==> config.mk <==
export PLATFORM = sky130hd
export DESIGN_NAME = priv_wait_gate
export DESIGN_NICKNAME = d
export VERILOG_FILES = /design/src/rtl/pwg_pkg.sv /design/src/rtl/pwg_decide.sv /design/src/rtl/pwg_timer.sv /design/src/rtl/priv_wait_gate.sv
export SDC_FILE = /design/constraint.sdc
export NUM_CORES = 1
export LEC_CHECK = 0
export CELL_PAD_IN_SITES_DETAIL_PLACEMENT = 1
export CELL_PAD_IN_SITES_GLOBAL_PLACEMENT = 1
export CORE_AREA = 3 3 40 42
export DETAILED_ROUTE_END_ITERATION = 7
export DIE_AREA = 0 0 43 45
export MAX_ROUTING_LAYER = met4
export PLACE_DENSITY = 0.72
export SYNTH_ARGS = -nofsm -noshare
export SYNTH_HDL_FRONTEND = slang
export SYNTH_SLANG_ARGS = --single-unit
==> constraint.sdc <==
create_clock -name clk -period 1.2 [get_ports clk]
set_input_delay 0.18 -clock clk [delete_from_list [all_inputs] [get_ports clk]]
set_output_delay 0.18 -clock clk [all_outputs]
set_load 0.02 [all_outputs]
==> src/rtl/pwg_pkg.sv <==
package pwg_pkg;
  typedef enum logic [1:0] {
    PRIV_U = 2'b00,
    PRIV_S = 2'b01,
    PRIV_M = 2'b11
  } priv_e;

  localparam logic KIND_WFI  = 1'b0;
  localparam logic KIND_SRET = 1'b1;

  typedef enum logic [1:0] {
    V_DONE       = 2'd0,
    V_TRAP       = 2'd1,
    V_WAIT_FREE  = 2'd2,
    V_WAIT_TIMED = 2'd3
  } verdict_e;

  typedef enum logic {
    ST_IDLE = 1'b0,
    ST_WAIT = 1'b1
  } state_e;
endpackage

==> src/rtl/pwg_decide.sv <==
module pwg_decide
  import pwg_pkg::*;
#(
  parameter int LIMIT = 4
) (
  input  logic       kind,
  input  logic [1:0] priv,
  input  logic       s_present,
  input  logic       tw,
  input  logic       tsr,
  output verdict_e   verdict
);
  verdict_e timed_v;

  // A zero limit turns a timed wait into an immediate trap.
  generate
    if (LIMIT == 0) begin : g_zero
      assign timed_v = V_TRAP;
    end else begin : g_count
      assign timed_v = V_WAIT_TIMED;
    end
  endgenerate

  always_comb begin
    verdict = V_DONE;
    if (kind == KIND_WFI) begin
      if (priv == PRIV_M)
        verdict = V_WAIT_FREE;
      else if (priv == PRIV_U && s_present)
        verdict = V_TRAP;
      else if (tw)
        verdict = timed_v;
      else
        verdict = V_WAIT_FREE;
    end else begin
      if (priv == PRIV_S && tsr)
        verdict = V_TRAP;
      else
        verdict = V_DONE;
    end
  end
endmodule

==> src/rtl/pwg_timer.sv <==
module pwg_timer #(
  parameter int LIMIT = 4
) (
  input  logic clk,
  input  logic rst_n,
  input  logic clear,
  input  logic run,
  output logic expired
);
  localparam int EFF = (LIMIT < 1) ? 1 : LIMIT;
  localparam int CW  = (EFF > 1) ? $clog2(EFF) : 1;
  localparam logic [CW-1:0] LAST = CW'(EFF - 1);

  logic [CW-1:0] cnt;

  always_ff @(posedge clk) begin
    if (!rst_n || clear || !run)
      cnt <= '0;
    else if (cnt != LAST)
      cnt <= cnt + 1'b1;
  end

  assign expired = run && (cnt == LAST);
endmodule

==> src/rtl/priv_wait_gate.sv <==
module priv_wait_gate
  import pwg_pkg::*;
#(
  parameter int LIMIT = 4
) (
  input  logic       clk,
  input  logic       rst_n,
  input  logic [1:0] priv,
  input  logic       s_present,
  input  logic       tw,
  input  logic       tsr,
  input  logic       issue_valid,
  input  logic       issue_kind,
  output logic       issue_ready,
  input  logic       wake,
  output logic       wait_active,
  output logic       done,
  output logic       trap
);
  state_e   state;
  logic     timed_q;
  logic     done_q;
  logic     trap_q;
  logic     accept;
  logic     expired;
  logic     timer_run;
  verdict_e verdict;

  assign accept    = issue_valid && issue_ready;
  assign timer_run = (state == ST_WAIT) && timed_q && !wake;

  pwg_decide #(.LIMIT(LIMIT)) u_decide (
    .kind      (issue_kind),
    .priv      (priv),
    .s_present (s_present),
    .tw        (tw),
    .tsr       (tsr),
    .verdict   (verdict)
  );

  pwg_timer #(.LIMIT(LIMIT)) u_timer (
    .clk     (clk),
    .rst_n   (rst_n),
    .clear   (accept),
    .run     (timer_run),
    .expired (expired)
  );

  always_ff @(posedge clk) begin
    if (!rst_n) begin
      state   <= ST_IDLE;
      timed_q <= 1'b0;
      done_q  <= 1'b0;
      trap_q  <= 1'b0;
    end else begin
      done_q <= 1'b0;
      trap_q <= 1'b0;
      case (state)
        ST_IDLE: begin
          if (accept) begin
            case (verdict)
              V_TRAP:       trap_q <= 1'b1;
              V_DONE:       done_q <= 1'b1;
              V_WAIT_FREE: begin
                state   <= ST_WAIT;
                timed_q <= 1'b0;
              end
              V_WAIT_TIMED: begin
                state   <= ST_WAIT;
                timed_q <= 1'b1;
              end
              default:      trap_q <= 1'b1;
            endcase
          end
        end
        ST_WAIT: begin
          if (wake) begin
            done_q <= 1'b1;
            state  <= ST_IDLE;
          end else if (expired) begin
            trap_q <= 1'b1;
            state  <= ST_IDLE;
          end
        end
        default: state <= ST_IDLE;
      endcase
    end
  end

  assign wait_active = (state == ST_WAIT);
  assign issue_ready = (state == ST_IDLE);
  assign done        = done_q;
  assign trap        = trap_q;
endmodule

==> flow_metrics.py <==
metrics = {
    "synthesis": {
        "ys_seq_elements": 6,
        "yosys_warnings": 0,
        "synthXorXnorAreaFrac": 0.0277,
        "synthAdderAreaFrac": 0.0395,
        "synthCells": 34,
        "synthMuxAreaShare": 0.0316,
        "synthSimpleGateAreaFrac": 0.281,
        "synth_cell_type_count": 20,
        "synth_area_um2": 317,
        "synth_compound_area_frac": 0.206,
        "synth.net_count": 45,
        "seq_area_frac_synth": 0.379,
        "synth_top_family_by_area": "simple AND/OR/NAND/NOR gates",
        "avgSynthCellArea_um2": 9.31,
    },
    "clock_tree": {
        "max-clock-path-buffers": 2,
        "cts_sinks": 6,
        "clk_latency_ns": 0.24,
        "cts_hold_buffers": 0,
        "cts_root_buf": "clkbuf_4",
        "cts_made_buffers": 3,
        "clk_pin_slew_ns": 0.05,
        "cts_max_level": 1,
        "cts_tree": "done",
    },
    "critical_path": {
        "critPathCaptureType": "flop",
        "crit_type": "input pin to flop",
        "crit_chain": "clkdlybuf4s50_1 > buf_4 > o21ai_2 > o311ai_2 > a22o_2",
        "path_buf_inv": 2,
        "crit_fanout": 3,
        "cp_slowest_cell": "clkdlybuf4s50_1",
        "critical_path.reg2reg.startpoint": "wait_active",
        "cp_slowest_stage_delay_ns": 0.43,
        "cp_top_family": "buffers and inverters",
        "required_ns": 1.33,
        "cp-startpoint": "tw",
        "start_kind": "input pin",
        "arrival_ns": 1.28,
    },
    "global_routing": {
        "grt_pass1_wl_um": 1230,
        "track_usage": 0.0893,
        "grt_overflow": 0,
        "grt_max_degree": 6,
        "antenna_found_initial": 0,
        "grt_pass1_vias": 311,
    },
    "finish": {
        "drive_gt1_frac": 0.268,
        "nets": 69,
        "n_antenna_cell": 0,
        "final_cell_count_no_fill": 71,
        "syn_to_final_growth_pct": 76.3,
        "layout_commonest_cell": "clkdlybuf4s50_1",
        "layout_common_cells": "7 x clkdlybuf4s50_1, 6 x dfxtp_1, 6 x buf_4",
    },
    "sta": {
        "period_share": 0.957,
        "fin_ws_ns": 0.0520,
        "post-route-min-period_ns": 1.15,
        "drv_slew": 0,
        "fin_skew_ns": 0.00388,
        "finalSetupViolations": 0,
        "worst_pin_slew_ns": 0.315,
        "slew_headroom": 0.790,
        "hold_violations": 0,
        "max_freq_ghz": 0.871,
    },
    "floorplan": {
        "core_um2": 1280,
        "die_x_um": 43,
        "dieArea_um2": 1940,
        "num_rows": 13,
        "die_h_um": 45,
        "start_util": 0.246,
        "io_pins": 14,
    },
    "pwr": {
        "p_leak_nw": 0.269,
        "p_per_area_nw_per_um2": 917,
        "max-vdd-ir-drop_v": 0.000495,
    },
    "route": {
        "drc": 0,
        "vias": 329,
        "drt_iter0_markers": 4,
        "routed_via_density": 4.63,
        "drt-wirelength-per-cell_um": 11.2,
        "wirelength_um": 796,
        "ant_nets": 0,
        "dr.pass1.iters": 4,
    },
    "worst_hold_path": {
        "min_from": "issue_kind",
        "hp-class": "input pin to flop",
    },
    "placed_design": {
        "port_buffers": 13,
        "place_inst": 67,
        "post-dp-hpwl_um": 643,
        "gp_congestion": 0.619,
        "place_ws_ns": -0.245,
    },
    "job": {
        "maxCapViolCount": 0,
    },
    "status": {
        "status": "complete, no violations",
    },
}
per-stage QoR:
| step | total power [mW] | instance area (µm²) | utilization | TNS [ns] | hold WS [ns] |
|---|---|---|---|---|---|
| after floorplan | 0.255 | 317 | - | 0 | 0.298 |
| after global placement | 0.320 | 503 | 0.391 | -0.611 | 0.485 |
| after detailed placement | 0.321 | 503 | 0.391 | -0.762 | 0.493 |
| after CTS | 0.509 | 520 | 0.405 | 0 | 0.507 |
| after global routing | 0.540 | 558 | 0.434 | -0.0105 | 0.530 |
| final | 0.512 | 558 | 0.434 | 0 | 0.492 |
repair_timing:
action                                  in CTS  in global routing
buffers inserted                             0                  1
endpoints found under the setup margin       4                  3
pin swaps                                    0                  1
gates resized for setup                      4                  6
tightest hold or removal path: stages:
cell	delay, ns
dlymetal6s2s_1	0.20
nor2_1	0.21
o31ai_1	0.10
routing by layer:
| metal | global-route usage | vias up | share of wire |
|---|---|---|---|
| met5 | - | - | 0 |
| li1 | - | 166 | - |
| met2 | 0.138 | 8 | 0.49 |
| met3 | 0.0478 | 2 | 0.057 |
| met4 | 0.0361 | 0 | 0.028 |
| met1 | 0.0969 | 153 | 0.43 |
logic make-up after synthesis:
family / count (synthesis)
fa+ha+maj: 1
flops: 6
simple gates: 14
xor+xnor: 1
buf+inv: 3
mux: 1
compound gates: 8
flip-flops by register name, indices dropped and copies added (netlist names):
| name | cells |
|---|---|
| done | 1 |
| timed_q | 1 |
| trap | 1 |
| u_timer.cnt | 2 |
| wait_active | 1 |
cell usage after synthesis:
library cell | number | area, µm²
nand3_1 | 1 | 5.00
o21ba_1 | 1 | 10.0
nor2b_1 | 1 | 6.26
ha_1 | 1 | 12.5
nand4b_1 | 2 | 17.5
nor2b_2 | 1 | 8.76
nand2_1 | 2 | 7.51
o31ai_1 | 1 | 7.51
o21ai_1 | 1 | 5.00
a211oi_1 | 1 | 7.51
mux2i_1 | 1 | 10.0
xor2_1 | 1 | 8.76
dfxtp_1 | 6 | 120
nor3b_2 | 2 | 25.0
inv_1 | 3 | 11.3
nor2_1 | 5 | 18.8
a22o_2 | 1 | 10.0
o21ai_2 | 1 | 8.76
o311ai_1 | 1 | 8.76
o21a_1 | 1 | 7.51
area by class of cell:
| class | count | area [µm²] |
|---|---|---|
| Clock buffer | 3 | 22.5 |
| Fill cell | 152 | 727 |
| Inverter | 3 | 11.3 |
| Multi-Input combinational cell | 25 | 210 |
| Sequential cell | 6 | 120 |
| Tap cell | 15 | 18.8 |
| Timing Repair Buffer | 19 | 175 |
worst paths after layout:
path	end	slack, ns	cells after the start
worst min register to register	u_timer.cnt[1]	0.50	2
worst max-delay path	trap	0.05	5
worst max register to register	timed_q	0.11	5
worst min-delay path	done	0.49	3
report_power, final:
part | switching [mW] | internal [mW] | leakage [nW]
registers | 0.00365 | 0.207 | 0.0488
logic | 0.0473 | 0.0666 | 0.206
clock network | 0.0739 | 0.113 | 0.0138
total | 0.125 | 0.387 | 0.269
(Power assumes the default switching activity.)
